$ cat src/rtl/sync_trig_pkg.sv
package sync_trig_pkg;

  // Controller phases: waiting, holding before launch, operation running
  typedef enum logic [1:0] {
    ST_IDLE = 2'd0,
    ST_HOLD = 2'd1,
    ST_RUN  = 2'd2
  } trigState_t;

  // Strobes sent from control to datapath, each valid for one cycle
  typedef struct packed {
    logic capture;  // accept a trigger, assert hold
    logic launch;   // issue the start strobe
    logic finish;   // operation complete, release everything
  } ctlStrobe_t;

endpackage

$ cat src/rtl/sync_trig_dp.sv
module sync_trig_dp
  import sync_trig_pkg::*;
#(
  parameter int SYNC_STAGES = 2
) (
  input  logic       clk,
  input  logic       rstN,
  input  logic       syncPinIn,
  input  logic       cfgPinIsOut,
  input  logic       reqCompare,
  input  ctlStrobe_t strobe,
  output logic       pinRise,
  output logic       syncPinOut,
  output logic       syncPinOe,
  output logic       holdCmd,
  output logic       convStart,
  output logic       cmpStart
);

  localparam int CHAIN_W = (SYNC_STAGES < 2) ? 2 : SYNC_STAGES;
  localparam int CHAIN_MSB = CHAIN_W - 1;

  logic [CHAIN_W-1:0] syncChain;
  logic               lastSeen;

  // Metastability chain: bit 0 samples the pad, the top bit is trusted
  genvar gi;
  generate
    for (gi = 0; gi < CHAIN_W; gi++) begin : g_sync
      if (gi == 0) begin : g_first
        always_ff @(posedge clk or negedge rstN) begin
          if (!rstN) syncChain[0] <= 1'b0;
          else       syncChain[0] <= syncPinIn;
        end
      end else begin : g_next
        always_ff @(posedge clk or negedge rstN) begin
          if (!rstN) syncChain[gi] <= 1'b0;
          else       syncChain[gi] <= syncChain[gi-1];
        end
      end
    end
  endgenerate

  // Level memory keeps tracking in every state so a held-high pin never re-fires
  always_ff @(posedge clk or negedge rstN) begin
    if (!rstN) lastSeen <= 1'b0;
    else       lastSeen <= syncChain[CHAIN_MSB];
  end

  assign pinRise = syncChain[CHAIN_MSB] & ~lastSeen;

  // Direction follows the configuration bit, registered
  always_ff @(posedge clk or negedge rstN) begin
    if (!rstN) syncPinOe <= 1'b0;
    else       syncPinOe <= cfgPinIsOut;
  end

  // Hold command: set on capture, cleared on finish
  always_ff @(posedge clk or negedge rstN) begin
    if (!rstN)               holdCmd <= 1'b0;
    else if (strobe.finish)  holdCmd <= 1'b0;
    else if (strobe.capture) holdCmd <= 1'b1;
  end

  // Start strobes, routed by the requested operation at the launch edge
  always_ff @(posedge clk or negedge rstN) begin
    if (!rstN) begin
      convStart <= 1'b0;
      cmpStart  <= 1'b0;
    end else begin
      convStart <= strobe.launch & ~reqCompare;
      cmpStart  <= strobe.launch &  reqCompare;
    end
  end

  // Busy level on the pin, only in output mode
  always_ff @(posedge clk or negedge rstN) begin
    if (!rstN)              syncPinOut <= 1'b0;
    else if (strobe.finish) syncPinOut <= 1'b0;
    else if (strobe.launch) syncPinOut <= cfgPinIsOut;
  end

endmodule

$ cat src/rtl/sync_trig_ctrl.sv
module sync_trig_ctrl
  import sync_trig_pkg::*;
(
  input  logic       clk,
  input  logic       rstN,
  input  logic       cfgPinIsOut,
  input  logic       pinRise,
  input  logic       runReq,
  input  logic       opDone,
  output ctlStrobe_t strobe
);

  trigState_t state;
  trigState_t stateNext;
  logic       trigger;

  // Trigger source depends on pin direction
  assign trigger = cfgPinIsOut ? runReq : pinRise;

  always_comb begin
    strobe         = '0;
    stateNext      = state;
    unique case (state)
      ST_IDLE: begin
        if (trigger) begin
          strobe.capture = 1'b1;
          stateNext      = ST_HOLD;
        end
      end
      ST_HOLD: begin
        strobe.launch = 1'b1;
        stateNext     = ST_RUN;
      end
      ST_RUN: begin
        if (opDone) begin
          strobe.finish = 1'b1;
          stateNext     = ST_IDLE;
        end
      end
      default: stateNext = ST_IDLE;
    endcase
  end

  always_ff @(posedge clk or negedge rstN) begin
    if (!rstN) state <= ST_IDLE;
    else       state <= stateNext;
  end

endmodule

$ cat src/rtl/sync_trig_ctl.sv
module sync_trig_ctl
  import sync_trig_pkg::*;
#(
  parameter int SYNC_STAGES = 2
) (
  input  logic clk,
  input  logic rstN,
  input  logic cfgPinIsOut,
  input  logic reqCompare,
  input  logic runReq,
  input  logic opDone,
  input  logic syncPinIn,
  output logic syncPinOut,
  output logic syncPinOe,
  output logic holdCmd,
  output logic convStart,
  output logic cmpStart
);

  ctlStrobe_t strobe;
  logic       pinRise;

  sync_trig_ctrl i_ctrl (
    .clk         (clk),
    .rstN        (rstN),
    .cfgPinIsOut (cfgPinIsOut),
    .pinRise     (pinRise),
    .runReq      (runReq),
    .opDone      (opDone),
    .strobe      (strobe)
  );

  sync_trig_dp #(.SYNC_STAGES(SYNC_STAGES)) i_dp (
    .clk         (clk),
    .rstN        (rstN),
    .syncPinIn   (syncPinIn),
    .cfgPinIsOut (cfgPinIsOut),
    .reqCompare  (reqCompare),
    .strobe      (strobe),
    .pinRise     (pinRise),
    .syncPinOut  (syncPinOut),
    .syncPinOe   (syncPinOe),
    .holdCmd     (holdCmd),
    .convStart   (convStart),
    .cmpStart    (cmpStart)
  );

endmodule

$ cat config.mk
export PLATFORM = sky130hd
export DESIGN_NAME = sync_trig_ctl
export DESIGN_NICKNAME = d
export VERILOG_FILES = /design/src/rtl/sync_trig_pkg.sv /design/src/rtl/sync_trig_dp.sv /design/src/rtl/sync_trig_ctrl.sv /design/src/rtl/sync_trig_ctl.sv
export SDC_FILE = /design/constraint.sdc
export NUM_CORES = 1
export LEC_CHECK = 0
export ABC_CLOCK_PERIOD_IN_PS = 1500
export BUFFER_PORTS_ARGS = -buffer_cell sky130_fd_sc_hd__clkbuf_2
export CORE_AREA = 3 3 40 42
export CTS_BUF_LIST = sky130_fd_sc_hd__clkbuf_4 sky130_fd_sc_hd__clkbuf_8
export DETAILED_ROUTE_END_ITERATION = 10
export DIE_AREA = 0 0 43 45
export PLACE_DENSITY_LB_ADDON = 0.25
export SLEW_MARGIN = 20
export SYNTH_ARGS = -nofsm -noshare
export SYNTH_HDL_FRONTEND = slang
export SYNTH_SLANG_ARGS = --single-unit
$ cat constraint.sdc
create_clock -name clk -period 1.5 [get_ports clk]
set_clock_uncertainty 0.15 [all_clocks]
set_input_delay 0.15 -clock clk [delete_from_list [all_inputs] [get_ports clk]]
set_output_delay 0.15 -clock clk [all_outputs]
set_load 0.1 [all_outputs]
==> results of run 1 <==
==> logic make-up (layout without fill, tap and decap cells) <==
group | Yosys count | after routing | synth area share
buffers and inverters | 1 | 20 | 0.01055
flip-flops | 10 | 10 | 0.7042
AND/OR/NAND/NOR | 8 | 8 | 0.1338
AO/OA/AOI/OAI | 7 | 7 | 0.1514
==> synth_stat cells (all sizes together) <==
master / number / area (um2)
a211oi: 2 / 15.01
o21ba: 1 / 10.01
or3b: 1 / 8.760
nor2: 2 / 7.510
dfrtp: 10 / 250.2
o221a: 1 / 11.26
inv: 1 / 3.750
nand2: 1 / 3.750
o21ai: 1 / 5.000
nand2b: 3 / 18.77
a21oi: 1 / 5.000
and3b: 1 / 8.760
a21boi: 1 / 7.510
==> layout make-up <==
class	count	share of cell area
Clock buffer	3	0.04337
Inverter	1	0.007229
Multi-Input combinational cell	15	0.2145
Sequential cell	10	0.4867
Tap cell	15	0.03614
Timing Repair Buffer	16	0.2120
==> path summary, 6_finish.rpt <==
check                                         endpoint  slack [ns]                        start
setup / recovery              i_dp.holdCmd$_DFFE_PN0P_        0.05                  cfgPinIsOut
hold / removal             i_ctrl.state[0]$_DFFE_PN0P_        0.03                       runReq
setup reg to reg              i_dp.holdCmd$_DFFE_PN0P_        0.29      i_dp.lastSeen$_DFF_PN0_
hold reg to reg            i_dp.syncChain[1]$_DFF_PN0_        0.20  i_dp.syncChain[0]$_DFF_PN0_
max in group asynchronous  i_dp.syncPinOut$_DFFE_PN0P_        0.84                         rstN
min in group asynchronous     i_dp.syncPinOe$_DFF_PN0_        0.14                         rstN
==> timing repair <==
action | in CTS | in global routing
setup endpoints to repair | 0 | 1
hold endpoints to repair | 15 | 0
gates resized for setup | 0 | 2
hold buffers | 5 | 0
==> metrics by stage <==
stage / instances / instance area, um2 / hold WS, ns / power, mW / utilization
CTS: 60 / 509.2 / 0.02448 / 0.9674 / 0.3963
floorplan: 26 / 357.8 / -0.2956 / 0.6843 / -
global placement: 52 / 436.7 / -0.1305 / 0.7674 / 0.3398
finish: 60 / 519.2 / 0.03398 / 0.9674 / 0.4041
detailed placement: 52 / 436.7 / -0.1214 / 0.7750 / 0.3398
global route: 60 / 519.2 / 0.04338 / 1.015 / 0.4041
==> routing by layer <==
metal | vias to the layer above | GRT usage
met3 | 2 | 0.02789
met4 | 0 | 0.07229
li1 | 130 | -
met5 | - | 0
met2 | 9 | 0.1347
met1 | 120 | 0.09204
==> cell usage in the layout (no fill, tap or decap), drive strengths merged <==
cell | netlist | routed
clkbuf | 0 | 12
o21ba | 1 | 1
dfrtp | 10 | 10
buf | 0 | 2
a21oi | 1 | 1
dlygate4sd3 | 0 | 5
nor2 | 2 | 2
o221a | 1 | 1
a21boi | 1 | 1
inv | 1 | 1
nand2b | 3 | 3
nand2 | 1 | 1
and3b | 1 | 1
o21ai | 1 | 1
or3b | 1 | 1
a211oi | 2 | 2
==> worst register-to-register path, stage by stage, from the launching register on <==
cell and delay (ns):
dfrtp_1 0.36, or3b_1 0.41, a211oi_2 0.20
==> report_power, final <==
part           leakage, nW  switching [mW]  total [mW]  internal, mW
clock network       0.0138          0.0812       0.173        0.0922
logic                0.112           0.310       0.428         0.118
registers            0.122          0.0430       0.366         0.324
total                0.248           0.434       0.967         0.534
==> state kept, by name, summed over array words and instances, names as in the netlist <==
signal           flops
i_ctrl.state         2
i_dp.cmpStart        1
i_dp.convStart       1
i_dp.holdCmd         1
i_dp.lastSeen        1
i_dp.syncChain       2
i_dp.syncPinOe       1
i_dp.syncPinOut      1
==> results.toml, run 1 <==
[status]
status = "finished clean"

[finish]
layout-drive-gt1-share = 0.4444
syn2layout_area_growth_pct = 46.13
n_fill_cell = 127
multi_input_comb_area_um2 = 111.4
layout_net_count = 54
antennaDiodeCount = 0
regArea_um2 = 252.7

[worst_setup_path]
critical_path.top_delay_family = "buffers and inverters"
setup.worst_path.start_class = "input port"
crit_cells = 4
critPathBufInv = 2
timing.critical_path.slowest_stage_cell = "dlygate4sd3_1"
crit_path_max_fanout = 5
setup.worst_path.class = "in -> reg"
timing.critical_path.slowest_cell_delay_ns = 0.53
crit_chain = "dlygate4sd3_1 > clkbuf_2 > or3b_1 > a211oi_2"
worstPathRequired_ns = 1.52
reg2regPathDepth = 2
critical_path.endpoint_type = "register"
arrival_worst_endpoint_ns = 1.46

[drt]
final_antenna_net_count = 0
route.detailed.wl_per_inst_um = 11.58
drt-vias-per-instance = 4.350
drt-met1-wl_um = 274
remaining_drc_errors = 0
wl_met2_um = 365
route.final.wire_length_um = 695
detail_route.iter0.violations = 2
route.top_layer_used = "met4"
met3_length_um = 52
drt-pass1-iter-count = 2
vias = 261

[floorplanning]
std_cell_rows = 13
horiz_die_dim_um = 43
core_area_mm2 = 0.001285
initial_cell_density_of_the_core = 0.2765
die-area_mm2 = 0.001935
die_h_um = 45
boundaryPins = 12

[power_and_ir_drop]
leakagePower_nw = 0.2478
pwr_density_cell_mw_per_mm2 = 1863
peakVddDrop_mv = 0.6659

[sta]
slew_viol_final = 0
tightestPinTransition_ns = 0.5393
post-route-period-util = 0.9649
finalHoldViolCount = 0
post-route-worst-setup-slack_ns = 0.05271
time_the_final_worst_path_needs_with_i_o_delays_and_setup_ns = 1.447
final-setup-viol-count = 0
grt_setup_unrepaired = "false"
setup_tns_ns = 0
max_clock_freq_mhz = 690.9
slew_headroom = 0.6420

[grt]
number_of_antenna_violations_at_the_first_check_in_global_routing = 0
globalRouteTotalUtil = 0.08502
via_count_of_the_first_global_routing_pass = 268
grt.overflow.total = 0
largest_net_degree_at_the_start_of_global_routing = 11
first_pass_grt_wire_length_mm = 1.131

[yosys]
synthesis.area_um2 = 355.3
synth_warnings = 0
synth.net_count = 33
synth_area_per_cell_um2 = 13.67
syn_inst = 26
synth_cell_types = 13
synth_seq_cells = 10
synth-seq-area-share = 0.7042

[min_path]
hp-class = "in -> reg"
hold_path_depth = 3

[job]
maxCapViolations = 0

[cts]
cts.path.max_buffers = 2
cts-htree-levels = 1
number_of_clock_sinks_seen_by_cts = 10
clk_latency_ns = 0.25
clk_pin_slew_ns = 0.06
postCtsSetupRepairBufs = 0
num_cts_buffers = 3
cts_tree = "built"
cts_root_buffer = "clkbuf_4"

[placed_design]
gp_congestion = 0.7187
place.port_buffers = 11
hpwlAfterDp_um = 497.7
pre_cts_slack_ns = 0.2811
Note: power is estimated with default switching activity, not from simulation.
==> run 2: changes to the inputs <==
--- a/config.mk
+++ b/config.mk
@@ -7,3 +7,3 @@
 export LEC_CHECK = 0
-export ABC_CLOCK_PERIOD_IN_PS = 1500
+export ABC_CLOCK_PERIOD_IN_PS = 1900
 export BUFFER_PORTS_ARGS = -buffer_cell sky130_fd_sc_hd__clkbuf_2
@@ -13,2 +13,3 @@
 export DIE_AREA = 0 0 43 45
+export GPL_ROUTABILITY_DRIVEN = 0
 export PLACE_DENSITY_LB_ADDON = 0.25
==> constraint.sdc (replaced) <==
create_clock -name clk -period 1.9 [get_ports clk]
set_clock_uncertainty 0.15 [all_clocks]
set_input_delay 0.38 -clock clk [delete_from_list [all_inputs] [get_ports clk]]
set_output_delay 0.38 -clock clk [all_outputs]
set_load 0.1 [all_outputs]
==> run 2 against run 1 <==
Hold slack improved by 0.039 ns; global-route usage rose by 0.63 points; wire length fell by 2.6%; worst setup slack improved by 0.22 ns; critical path type is now reg -> out; critical endpoint is now holdCmd; largest power group unchanged.
==> results.toml, run 2 (synthesized netlist as in run 1, its figures left out) <==
[grt]
via_count_of_the_first_global_routing_pass = 244
number_of_antenna_violations_at_the_first_check_in_global_routing = 0
largest_net_degree_at_the_start_of_global_routing = 11
grt.overflow.total = 0
globalRouteTotalUtil = 0.09129
first_pass_grt_wire_length_mm = 1.104

[floorplanning]
initial_cell_density_of_the_core = 0.2765
die-area_mm2 = 0.001935
core_area_mm2 = 0.001285
die_h_um = 45
boundaryPins = 12
horiz_die_dim_um = 43
std_cell_rows = 13

[sta]
max_clock_freq_mhz = 613.1
slew_viol_final = 0
setup_tns_ns = 0
finalHoldViolCount = 0
tightestPinTransition_ns = 0.5430
post-route-period-util = 0.8584
slew_headroom = 0.6396
final-setup-viol-count = 0
time_the_final_worst_path_needs_with_i_o_delays_and_setup_ns = 1.631
grt_setup_unrepaired = "false"

[power_and_ir_drop]
leakagePower_nw = 0.2366
power_uw = 777.2
pwr_density_cell_mw_per_mm2 = 1635
peakVddDrop_mv = 0.9244

[worst_setup_path]
timing.critical_path.slowest_stage_cell = "clkbuf_2"
arrival_worst_endpoint_ns = 1.10
worstPathRequired_ns = 1.37
crit_chain = "clkbuf_2"
critical_path.endpoint_type = "output pin"
setup.worst_path.class = "reg -> out"
timing.critical_path.slowest_cell_delay_ns = 0.47
setup.worst_path.start_class = "register"
critical_path.top_delay_family = "buffers and inverters"
crit_path_max_fanout = 3
critPathBufInv = 1

[cts]
postCtsSetupRepairBufs = 0
cts_tree = "built"
number_of_clock_sinks_seen_by_cts = 10
clk_pin_slew_ns = 0.07
cts.path.max_buffers = 2
clk_latency_ns = 0.26
cts-resized-gates = 0
num_cts_buffers = 3
cts-htree-levels = 1
cts_root_buffer = "clkbuf_4"

[job]
maxCapViolations = 0

[finish]
most_frequent_standard_cell_in_the_layout_excluding_fill_and_tap_cells = "clkbuf_2"
antennaDiodeCount = 0
multi_input_comb_area_um2 = 101.3
layout_common_cells = "11 x clkbuf_2, 10 x dfrtp_1, 3 x nand2b_1, 3 x clkbuf_4"
syn2layout_area_growth_pct = 33.80
n_fill_cell = 135
largestRegisters = "i_ctrl.state x2, i_dp.syncChain x2"
layout_net_count = 50
regArea_um2 = 250.2
layout-drive-gt1-share = 0.4048

[drt]
remaining_drc_errors = 0
detail_route.iter0.violations = 3
final_antenna_net_count = 0
drt-pass1-iter-count = 2
route.final.wire_length_um = 677
route.detailed.wl_per_inst_um = 11.88
vias = 246
drt-vias-per-instance = 4.316

[status]
status = "finished clean"

[placed_design]
place.port_buffers = 11

[min_path]
hp-class = "in -> reg"
[run 2: path summary, 6_finish.rpt]
path	startpoint	end	slack, ns	cells after the start
max	i_dp.holdCmd$_DFFE_PN0P_	holdCmd	0.27	1
min	syncPinIn	i_dp.syncChain[0]$_DFF_PN0_	0.07	1
max reg2reg	i_dp.lastSeen$_DFF_PN0_	i_ctrl.state[0]$_DFFE_PN0P_	0.68	2
min reg2reg	i_dp.syncChain[0]$_DFF_PN0_	i_dp.syncChain[1]$_DFF_PN0_	0.21	0
max in group asynchronous	rstN	i_dp.syncChain[1]$_DFF_PN0_	1.05	2
min in group asynchronous	rstN	i_dp.syncPinOut$_DFFE_PN0P_	0.36	2
[run 2: per-layer routing]
metal	vias up	track usage	wire, um
met1	113	0.08564	299
met5	-	0	0
li1	123	-	-
met4	0	0.09036	0
met3	0	0.06375	62
met2	10	0.1287	315
[run 2: timing repair]
item | in CTS | in global routing
endpoints found under the setup margin | 0 | 0
hold endpoints to repair | 10 | 0
hold buffers | 1 | 0
[run 2: power by group]
part           switching, mW  total [mW]  internal [mW]
Combinational          0.236       0.305         0.0686
Clock                 0.0724       0.189          0.116
Sequential            0.0324       0.284          0.252
Total                  0.341       0.777          0.436
[run 2: cell type report]
type / instances / share of cell area
sequential: 10 / 0.5263
clock buffer: 4 / 0.07632
timing repair buffer: 12 / 0.1368
inverter: 1 / 0.007895
multi-input combinational: 15 / 0.2132
tap: 15 / 0.03947
[run 2: through the flow]
| stage | hold slack (ns) | worst slack, ns | cells | area [um2] | utilization |
|---|---|---|---|---|---|
| floorplan | -0.06559 | 0.3136 | 26 | 355.3 | - |
| global placement | 0.1006 | 0.5235 | 52 | 429.2 | 0.3340 |
| detailed placement | 0.1037 | 0.4820 | 52 | 429.2 | 0.3340 |
| CTS | 0.05819 | 0.2507 | 57 | 475.5 | 0.3700 |
| global route | 0.03846 | 0.1922 | 57 | 475.5 | 0.3700 |
| finish | 0.07273 | 0.2690 | 57 | 475.5 | 0.3700 |
